==> src/rtl/ide_bridge_pkg.sv <==
package ide_bridge_pkg;

    localparam logic [1:0] SZ_BYTE = 2'd0;
    localparam logic [1:0] SZ_HALF = 2'd1;

    typedef struct packed {
        logic [31:0] rdata;
        logic        rvalid;
    } rsp_t;

endpackage

==> src/rtl/ide_win_decode.sv <==
module ide_win_decode #(
    parameter int ADDR_W      = 32,
    parameter int WIN_BITS    = 12,
    parameter int STRIDE_BITS = 4,
    parameter int TF_LAST     = 7,
    parameter int CTL_SLOT_A  = 8,
    parameter int CTL_SLOT_B  = 22,
    localparam int IDX_W      = WIN_BITS - STRIDE_BITS
) (
    input  logic [ADDR_W-1:0] addr,
    input  logic [1:0]        size,
    output logic [IDX_W-1:0]  idx,
    output logic              is_tf,
    output logic              is_ctl,
    output logic              is_data,
    output logic              is_wide
);
    import ide_bridge_pkg::*;

    logic unused_addr_bits;
    logic is_byte;

    assign unused_addr_bits = ^{addr[ADDR_W-1:WIN_BITS], addr[STRIDE_BITS-1:0]};

    always_comb begin
        idx     = addr[WIN_BITS-1:STRIDE_BITS];
        is_byte = (size == SZ_BYTE);
        is_wide = (size != SZ_BYTE) && (size != SZ_HALF);
        is_tf   = is_byte && (idx >= IDX_W'(1)) && (idx <= IDX_W'(TF_LAST));
        is_ctl  = is_byte && ((idx == IDX_W'(CTL_SLOT_A)) || (idx == IDX_W'(CTL_SLOT_B)));
        is_data = !is_byte && (idx == '0);
    end

endmodule

==> src/rtl/ide_lane_swap.sv <==
module ide_lane_swap #(
    parameter int BYTES = 4,
    localparam int W    = 8 * BYTES
) (
    input  logic [W-1:0] din,
    output logic [W-1:0] dout
);
    for (genvar b = 0; b < BYTES; b++) begin : g_lane
        assign dout[8*b +: 8] = din[8*(BYTES-1-b) +: 8];
    end
endmodule

==> src/rtl/ide_mmio_bridge.sv <==
module ide_mmio_bridge #(
    parameter int ADDR_W      = 32,
    parameter int WIN_BITS    = 12,
    parameter int STRIDE_BITS = 4,
    parameter int STATUS_SLOT = 7
) (
    input  logic              clk,
    input  logic              rst_n,
    input  logic              bus_req,
    input  logic [ADDR_W-1:0] bus_addr,
    input  logic [1:0]        bus_size,
    input  logic              bus_we,
    input  logic [31:0]       bus_wdata,
    output logic [31:0]       bus_rdata,
    output logic              bus_rvalid,
    output logic [2:0]        ide_reg,
    output logic              ide_rd_tf,
    output logic              ide_wr_tf,
    output logic              ide_wr_ctl,
    output logic              ide_sel_alt,
    output logic              ide_irq_ack,
    output logic              ide_rd_data,
    output logic              ide_wr_data,
    output logic              ide_wide,
    output logic [31:0]       ide_wdata,
    input  logic [31:0]       ide_rdata
);
    import ide_bridge_pkg::*;

    localparam int IDX_W = WIN_BITS - STRIDE_BITS;

    logic [IDX_W-1:0] idx;
    logic is_tf, is_ctl, is_data, is_wide;
    logic rd_req, wr_req;
    logic [15:0] wr_half_sw, rd_half_sw;
    logic [31:0] wr_word_sw, rd_word_sw;
    rsp_t rsp_d, rsp_q;

    ide_win_decode #(
        .ADDR_W(ADDR_W), .WIN_BITS(WIN_BITS), .STRIDE_BITS(STRIDE_BITS),
        .TF_LAST(STATUS_SLOT), .CTL_SLOT_A(8), .CTL_SLOT_B(22)
    ) u_dec (
        .addr(bus_addr), .size(bus_size), .idx(idx),
        .is_tf(is_tf), .is_ctl(is_ctl), .is_data(is_data), .is_wide(is_wide)
    );

    ide_lane_swap #(.BYTES(2)) u_sw_wh (.din(bus_wdata[15:0]), .dout(wr_half_sw));
    ide_lane_swap #(.BYTES(4)) u_sw_ww (.din(bus_wdata),       .dout(wr_word_sw));
    ide_lane_swap #(.BYTES(2)) u_sw_rh (.din(ide_rdata[15:0]), .dout(rd_half_sw));
    ide_lane_swap #(.BYTES(4)) u_sw_rw (.din(ide_rdata),       .dout(rd_word_sw));

    // device-side strobes: combinational, live only in the request cycle
    always_comb begin
        rd_req      = bus_req && !bus_we;
        wr_req      = bus_req && bus_we;
        ide_rd_tf   = rd_req && is_tf;
        ide_wr_tf   = wr_req && is_tf;
        ide_wr_ctl  = wr_req && is_ctl;
        ide_sel_alt = rd_req && is_ctl;
        ide_rd_data = rd_req && is_data;
        ide_wr_data = wr_req && is_data;
        ide_irq_ack = rd_req && is_tf && (idx == IDX_W'(STATUS_SLOT));
        ide_wide    = is_data && is_wide;
        ide_reg     = is_tf ? idx[2:0] : 3'd0;
        if (is_data)
            ide_wdata = is_wide ? wr_word_sw : {16'h0, wr_half_sw};
        else
            ide_wdata = {24'h0, bus_wdata[7:0]};
    end

    // next response
    always_comb begin
        rsp_d        = rsp_q;
        rsp_d.rvalid = rd_req;
        if (rd_req) begin
            if (is_tf || is_ctl)
                rsp_d.rdata = {24'h0, ide_rdata[7:0]};
            else if (is_data)
                rsp_d.rdata = is_wide ? rd_word_sw : {16'h0, rd_half_sw};
            else if (bus_size == SZ_BYTE)
                rsp_d.rdata = 32'h0000_00FF;
            else if (bus_size == SZ_HALF)
                rsp_d.rdata = 32'h0000_FFFF;
            else
                rsp_d.rdata = 32'hFFFF_FFFF;
        end
    end

    always_ff @(posedge clk or negedge rst_n) begin
        if (!rst_n) rsp_q <= '0;
        else        rsp_q <= rsp_d;
    end

    assign bus_rdata  = rsp_q.rdata;
    assign bus_rvalid = rsp_q.rvalid;

endmodule

==> config.mk <==
export PLATFORM = sky130hd
export DESIGN_NAME = ide_mmio_bridge
export DESIGN_NICKNAME = d
export VERILOG_FILES = /design/src/rtl/ide_bridge_pkg.sv /design/src/rtl/ide_win_decode.sv /design/src/rtl/ide_lane_swap.sv /design/src/rtl/ide_mmio_bridge.sv
export SDC_FILE = /design/constraint.sdc
export NUM_CORES = 1
export LEC_CHECK = 0
export BUFFER_PORTS_ARGS = -buffer_cell sky130_fd_sc_hd__buf_4
export CAP_MARGIN = 40
export CORE_ASPECT_RATIO = 0.8
export CORE_MARGIN = 2
export CORE_UTILIZATION = 42
export CTS_CLUSTER_SIZE = 16
export DETAILED_ROUTE_END_ITERATION = 16
export GPL_ROUTABILITY_DRIVEN = 1
export HOLD_SLACK_MARGIN = 0.06
export PLACE_DENSITY = 0.87
export RECOVER_POWER = 100
export SKIP_CTS_REPAIR_TIMING = 1
export SLEW_MARGIN = 20
export SYNTH_ARGS = -nofsm -noshare
export SYNTH_HDL_FRONTEND = slang
export SYNTH_SLANG_ARGS = --single-unit
==> constraint.sdc <==
create_clock -name clk -period 3.4 [get_ports clk]
set_input_delay 0.68 -clock clk [delete_from_list [all_inputs] [get_ports clk]]
set_output_delay 0.68 -clock clk [all_outputs]
set_load 0.005 [all_outputs]
==> out/qor.yml, run 1 <==
status: "complete, but fails checks"
violations: "capacitance limit, slew limit"
syn2layout_area_growth_pct: 58.1
synth_cell_types: 33
antenna_cells: 0
clkLatencyLatePin_ps: 280
gp_congestion: 0.878
grt_first_pass_wirelength_um: 10700
fin_crit_sh_pct: 84.2
die_area_mm2: 0.00563
critPathArrivalTime_ps: 2180
num-nets-final: 510
dieHeight_um: 67.5
path_max_fanout: 36
drv_cap: 1
fin_area_mm2: 0.00335
drive_gt1_share_pct: 40.8
drv_slew: 34
hold_viol_final: 0
synth.avg_cell_area_um2: 8.11
antenna_found_initial: 0
worstSetupStartpointType: "primary input"
worstSetupEndpointType: "output port"
worst_pin_slew_ps: 1740
die_w_um: 83.4
grt-ovfl-total: 0
postRouteAntennaNets: 0
crit_type: "in2out"
ys_seq_area_share_pct: 39.0
ios: 178
leakage_nw: 1.68
path_clk_slew_ps: 60
postSynthCellCount: 261
drc: 0
skew_ps: 0
synth_seq_cells: 33
routed-via-count: 2526
wl_um: 7040
cp.required_ps: 2720
max_freq_ghz: 0.349
cts_root_buf: "clkbuf_8"
place_area_mm2: 0.00328
firstDrtPassIters: 5
drt_iter0_markers: 150
maxSlewHeadroom_pct: -15.7
cts_inserted_buffers: 5
vias_per_cell: 5.36
dp_hpwl_um: 5450
synth_area_mm2: 0.00212
syn_nets: 363
htree_num_levels: 2
grt_pass1_vias: 2225
cts_tree: "built"
grt_max_degree: 44
start_util_pct: 43.0
rsz0062_at_grt: "false"
fin_crit_ps: 2860
yosys_warnings: 0
ir_worst_vdd_uv: 246
rows: 23
clockBufferDepth: 2
setup_viol: 0
power.density_mw_per_mm2: 325
cts_sinks: 33
port_buffers: 153
min_path_type: "reg2reg"
fill_cells: 402
tns_ps: 0
core_region_area_mm2: 0.00492
wl_per_cell_um: 14.9
grt_usage_pct: 24.0
state kept, by name, summed over array words and instances (netlist names):
| register | flops |
|---|---|
| bus_rvalid | 1 |
| bus_rdata | 32 |
per-layer routing:
metal / vias to the layer above / share of wire (%) / track usage [%]
li1: 1218 / - / -
met1: 1158 / 40 / 30.4
met2: 141 / 49 / 42.2
met3: 9 / 9.5 / 5.75
met4: 0 / 1.3 / 6.15
met5: - / 0 / 0
final timing paths:
path / from / endpoint / slack [ps] / depth (start not counted)
worst max-delay path: bus_size[1] / ide_wdata[30] / 540 / 7
worst min-delay path: bus_rdata[16] / bus_rdata[16] / 480 / 2
worst max register to register: bus_rdata[5] / bus_rdata[5] / 2590 / 3
worst min register to register: bus_rdata[16] / bus_rdata[16] / 480 / 2
max in group asynchronous: rst_n / bus_rdata[14] / 1540 / 1
min in group asynchronous: rst_n / bus_rdata[15] / 850 / 1
where the power goes:
group | internal [W] | total, W | switching, W
logic | 0.000144 | 0.000260 | 0.000115
clock network | 0.000239 | 0.000377 | 0.000138
registers | 0.000431 | 0.000452 | 0.0000219
total | 0.000814 | 0.00109 | 0.000275
worst max-delay path: stages:
cell and delay [ps]:
clkbuf_1 110, clkbuf_2 690, nand2_1 100, nor2_1 120, buf_4 190, and2_0 170
buf_4 120
synth_stat cells:
cell        n  area [um2]
o21ai_0    42         210
nand2_1    37         139
dfrtp_1    33         826
nor2_1     27         101
and2_1     16         100
mux2i_1    16         160
o22ai_1    15        93.8
inv_1      10        37.5
a21oi_1     9        45.0
a31o_2      8        70.1
a22o_1      7        61.3
buf_2       7        35.0
clkbuf_1    6        22.5
buf_4       3        22.5
nand2b_1    3        18.8
and3_1      2        12.5
nand3_1     2        10.0
nand3b_1    2        15.0
nor3_2      2        20.0
a2bb2oi_1   1        8.76
and2_2      1        7.51
and3_2      1        7.51
buf_6       1        11.3
clkbuf_2    1        5.00
inv_2       1        3.75
nand2b_2    1        8.76
nand4b_1    1        8.76
nor3_1      1        5.00
nor4_1      1        6.26
o211a_4     1        17.5
o32ai_1     1        8.76
or2b_1      1        7.51
or4b_1      1        10.0
placed cells by master (no fill, tap or decap), types with 7 or more instances in the layout:
cell	n
mux2i_1	16
nand2_1	37
a22o_1	7
clkbuf_1	12
a31o_2	8
and2_1	8
o22ai_1	15
nor2_1	27
buf_4	96
inv_1	10
dfrtp_1	33
clkbuf_4	49
o21ai_0	42
and2_0	8
a21oi_1	9
layout make-up:
| class | count | area (um2) | share of cell area, % |
|---|---|---|---|
| multi-input combinational | 199 | 1150 | 34.2 |
| timing repair buffer | 158 | 1140 | 34.1 |
| sequential | 33 | 826 | 24.7 |
| clock buffer | 7 | 86.3 | 2.58 |
| tap | 62 | 77.6 | 2.32 |
| inverter | 11 | 41.3 | 1.23 |
| clock inverter | 1 | 30.0 | 0.897 |
metrics by stage:
stage | instances | worst slack (ps) | total power (W) | utilization, % | hold WS (ps)
finish | 471 | 539 | 0.00109 | 68.0 | 480
global route | 471 | 372 | 0.00114 | 68.0 | 527
CTS | 471 | 758 | 0.00110 | 69.1 | 342
detailed placement | 463 | 770 | 0.000729 | 66.7 | 472
global placement | 463 | 785 | 0.000720 | 66.7 | 464
floorplan | 261 | 1100 | 0.000552 | - | 384
logic make-up (layout without fill, tap and decap cells):
family	count (synthesis)	in the layout	share of synthesized area, %
AO/OA/AOI/OAI	84	84	24.4
AND/OR/NAND/NOR	99	99	22.6
flip-flops	33	33	39.0
multiplexers	16	16	7.56
buffers and inverters	29	177	6.50
Power figures use the tool's default switching activity.
==> run 2, diff against run 1 <==
--- a/config.mk
+++ b/config.mk
@@ -9,12 +9,12 @@
 export CAP_MARGIN = 40
 export CORE_ASPECT_RATIO = 0.8
 export CORE_MARGIN = 2
-export CORE_UTILIZATION = 42
+export CORE_UTILIZATION = 39
 export CTS_CLUSTER_SIZE = 16
 export DETAILED_ROUTE_END_ITERATION = 16
 export GPL_ROUTABILITY_DRIVEN = 1
 export HOLD_SLACK_MARGIN = 0.06
-export PLACE_DENSITY = 0.87
+export PLACE_DENSITY = 0.81
 export RECOVER_POWER = 100
 export SKIP_CTS_REPAIR_TIMING = 1
 export SLEW_MARGIN = 20
==> constraint.sdc (replaced) <==
create_clock -name clk -period 2.9 [get_ports clk]
set_input_delay 0.58 -clock clk [delete_from_list [all_inputs] [get_ports clk]]
set_output_delay 0.58 -clock clk [all_outputs]
set_load 0.005 [all_outputs]
==> out/qor.yml, run 2 (synthesis gave the netlist of run 1 again) <==
status: "complete, but fails checks"
violations: "capacitance limit, slew limit"
cts_inserted_buffers: 5
worst_pin_slew_ps: 1730
die_area_mm2: 0.00604
ios: 178
cts_sinks: 33
antenna_cells: 0
max_freq_ghz: 0.389
final_common_cell: "buf_4"
m1WireLength_um: 2880
power.density_mw_per_mm2: 351
setup_viol: 0
power.total_w: 0.00118
drive_gt1_share_pct: 42.2
layout_common_cells: "97 x buf_4, 55 x clkbuf_4, 42 x o21ai_0"
crit_family: "simple AND/OR/NAND/NOR gates"
path_max_fanout: 6
cp-startpoint: "bus_addr[9]"
postRouteAntennaNets: 0
grt_usage_pct: 23.7
rsz0062_at_grt: "false"
regArea_um2: 826
clkLatencyLatePin_ps: 290
cp.required_ps: 2320
crit_buf_inv: 2
vias_per_cell: 5.34
num-nets-final: 511
wl_per_cell_um: 15.5
hold_viol_final: 0
route.top_layer_used: "met4"
min_path_type: "reg2reg"
gp_congestion: 0.885
clockBufferDepth: 2
leakage_nw: 1.69
path_cells: "clkbuf_4 -> nor3_2 -> and2_0 -> nand3_1 -> nor4_1 -> buf_4"
core_region_area_mm2: 0.00512
tns_ps: 0
critPathArrivalTime_ps: 1990
grt_max_degree: 37
routed-via-count: 2519
grt_pass1_vias: 2382
fill_cells: 461
cp_slowest_cell: "and2_0"
maxSlewHeadroom_pct: -15.3
drc: 0
drv_slew: 34
fin_util_pct: 65.4
start_util_pct: 41.3
antenna_found_initial: 0
crit_type: "in2out"
largest_reg_flops: 32
cts_root_buf: "clkbuf_8"
dieHeight_um: 69.9
syn2layout_area_growth_pct: 58.3
htree_num_levels: 2
rows: 23
grt_first_pass_wirelength_um: 11300
wl_met3_um: 847
drt_iter0_markers: 153
port_buffers: 153
worstHoldStart: "bus_rdata[20]"
worstSetupStartpointType: "primary input"
grt-ovfl-total: 0
rr_startpoint: "bus_rdata[3]"
cts_tree: "built"
ir_worst_vdd_uv: 144
path_clk_slew_ps: 70
firstDrtPassIters: 5
multi_input_area_mm2: 0.00115
drv_cap: 1
critPathMaxStageDelay_ps: 350
met2WireLength_um: 3500
fin_crit_ps: 2570
fin_crit_sh_pct: 88.6
skew_ps: 0
die_w_um: 86.4
worstSetupEndpointType: "output port"
dp_hpwl_um: 5740
wl_um: 7330
==> run 2: cell count changes in the layout (fill, tap and decap cells not counted), sizes merged <==
cell,delta
buf,+1
clkinv,+2
clkinvlp,+1
clkbuf,-2
bufinv,-1
==> run 2: tightest hold or removal path, cell delays in order, from the launching register on <==
cell     delay, ps
dfrtp_1        340
nand2_1         40
o21ai_0         60
==> run 2: where the power goes <==
group,switching (W),internal (W)
sequential,0.0000258,0.000505
clock,0.000172,0.000165
combinational,0.000134,0.000173
total,0.000332,0.000843
==> run 2: area by class of cell <==
class,count,area share [%]
clock buffer,5,2.05
clock inverter,3,0.523
inverter,11,1.23
multi-input combinational,199,34.4
sequential,33,24.6
tap,62,2.32
timing repair buffer,159,34.8
==> run 2: routing by layer <==
metal,track usage (%),up-vias
met5,0,-
met4,7.47,0
met3,8.04,8
met2,39.4,140
met1,28.7,1161
li1,-,1210
==> run 2: final timing paths <==
check / endpoint / slack [ps] / depth (start not counted)
max in group asynchronous: bus_rdata[26] / 1160 / 1
min in group asynchronous: bus_rdata[19] / 740 / 1
worst max-delay path: ide_irq_ack / 330 / 6
worst max register to register: bus_rdata[3] / 2040 / 3
worst min register to register: bus_rdata[20] / 480 / 2
worst min-delay path: bus_rdata[20] / 480 / 2
==> run 2: per-stage QoR <==
step           hold slack (ps)  setup slack [ps]  cells  cell area, um2
2_1_floorplan              284               801    261            2120
5_1_grt                    520               209    472            3350
3_3_place_gp               465               478    464            3290
4_1_cts                    229               442    472            3380
6_report                   485               330    472            3350
3_5_place_dp               476               451    464            3290
==> run 3, diff against run 2 <==
--- a/config.mk
+++ b/config.mk
@@ -8,11 +8,12 @@
 export BUFFER_PORTS_ARGS = -buffer_cell sky130_fd_sc_hd__buf_4
 export CAP_MARGIN = 40
 export CORE_ASPECT_RATIO = 0.8
-export CORE_MARGIN = 2
+export CORE_MARGIN = 4
 export CORE_UTILIZATION = 39
 export CTS_CLUSTER_SIZE = 16
 export DETAILED_ROUTE_END_ITERATION = 16
 export GPL_ROUTABILITY_DRIVEN = 1
+export GPL_TIMING_DRIVEN = 0
 export HOLD_SLACK_MARGIN = 0.06
 export PLACE_DENSITY = 0.81
 export RECOVER_POWER = 100
==> out/qor.yml, run 3 (synthesis gave the netlist of run 1 again) <==
status: "complete, but fails checks"
violations: "capacitance limit, slew limit"
drv_slew: 34
fin_area_mm2: 0.00337
crit_buf_inv: 3
fin_crit_sh_pct: 93.1
max_freq_ghz: 0.370
tns_ps: 0
fin_cells: 483
dieHeight_um: 73.9
postRouteAntennaNets: 0
port_buffers: 152
vias_per_cell: 5.51
fin_crit_ps: 2700
cts_tree: "built"
routed-via-count: 2660
rows: 23
grt_max_degree: 34
cts_inserted_buffers: 5
critPathArrivalTime_ps: 2120
cp-startpoint: "bus_addr[8]"
dp_hpwl_um: 6630
ir_worst_vdd_uv: 162
path_clk_slew_ps: 70
core_region_area_mm2: 0.00512
crit_family: "simple AND/OR/NAND/NOR gates"
wl_per_cell_um: 17.0
clockBufferDepth: 2
crit_type: "in2out"
min_path_type: "reg2reg"
die_area_mm2: 0.00668
cts_sinks: 33
start_util_pct: 41.3
power.density_mw_per_mm2: 348
setup_viol: 0
drt_iter0_markers: 155
cts_root_buf: "clkbuf_8"
final_common_cell: "buf_4"
skew_ps: 0
fill_cells: 445
cp_slowest_cell: "nor2_1"
drive_gt1_share_pct: 40.9
leakage_nw: 1.70
ios: 178
wl_um: 8230
num-nets-final: 522
die_w_um: 90.4
worstHoldStart: "bus_rdata[14]"
worstSetupStartpointType: "primary input"
worst_pin_slew_ps: 1740
rsz0062_at_grt: "false"
grt_first_pass_wirelength_um: 13000
antenna_cells: 0
grt_pass1_vias: 2708
firstDrtPassIters: 5
htree_num_levels: 2
clkLatencyLatePin_ps: 280
syn2layout_area_growth_pct: 59.3
critPathMaxStageDelay_ps: 440
path_cells: "clkbuf_1 -> nor2_1 -> nand2_1 -> nor2_1 -> buf_4 -> and2_1 -> clkbuf_4"
path_max_fanout: 10
worstSetupEndpointType: "output port"
fin_util_pct: 65.9
gp_congestion: 0.873
drv_cap: 1
largest_reg_flops: 32
hold_viol_final: 0
grt-ovfl-total: 0
cp.required_ps: 2320
antenna_found_initial: 0
cpMostUsedCell: "nor2_1"
maxSlewHeadroom_pct: -15.7
rr_startpoint: "bus_rdata[1]"
grt_usage_pct: 24.3
drc: 0
layout_common_cells: "96 x buf_4, 50 x clkbuf_4, 42 x o21ai_0"
place_area_mm2: 0.00334
placed_cells: 475
==> run 3: changes by cell type in the layout (fill, tap and decap cells not counted) <==
cell        delta
and2_1         -2
buf_4          -1
buf_2          +3
and2_0         +2
clkbuf_2       +3
clkinvlp_4     -1
clkbuf_1      +12
clkbuf_4       -5
==> run 3: per-stage QoR <==
stage               worst slack (ps)  total power (W)  hold WS [ps]
detailed placement               231         0.000861           473
floorplan                        801         0.000647           284
CTS                              232          0.00119           247
global placement                 224         0.000854           465
finish                           200          0.00117           481
global route                    34.0          0.00123           501
==> run 3: final timing paths <==
path | to | slack, ps | cells past startpoint
setup / recovery | ide_wdata[23] | 200 | 7
hold / removal | bus_rdata[14] | 480 | 2
setup reg to reg | bus_rdata[1] | 2080 | 3
max in group asynchronous | bus_rdata[30] | 1140 | 1
hold reg to reg | bus_rdata[14] | 480 | 2
min in group asynchronous | bus_rdata[22] | 750 | 1
==> run 3: layer usage <==
metal	up-vias	part of all wire, %	GRT usage [%]
li1	1234	-	-
met3	16	11	9.21
met4	0	1.6	8.32
met2	154	48	42.8
met1	1256	40	27.5
met5	-	0	0
==> run 3: area by class of cell <==
cell class / count / area, um2 / area share [%]
buffer: 18 / 82.6 / 2.45
clock buffer: 6 / 72.6 / 2.15
clock inverter: 2 / 10.0 / 0.297
inverter: 11 / 41.3 / 1.22
multi-input combinational: 199 / 1150 / 34.2
sequential: 33 / 826 / 24.5
tap: 62 / 77.6 / 2.30
timing repair buffer: 152 / 1110 / 32.9
==> run 3: power by group <==
| part | switching, W | leakage (nW) | internal [W] | total, W |
|---|---|---|---|---|
| Sequential | 0.0000250 | 0.376 | 0.000505 | 0.000530 |
| Clock | 0.000166 | 0.0450 | 0.000166 | 0.000332 |
| Combinational | 0.000141 | 1.28 | 0.000172 | 0.000313 |
| Total | 0.000332 | 1.70 | 0.000843 | 0.00117 |
==> run 3: tightest hold or removal path, stage by stage (launching register included) <==
cell,delay (ps)
dfrtp_1,340
nand2_1,50
nand2_1,60
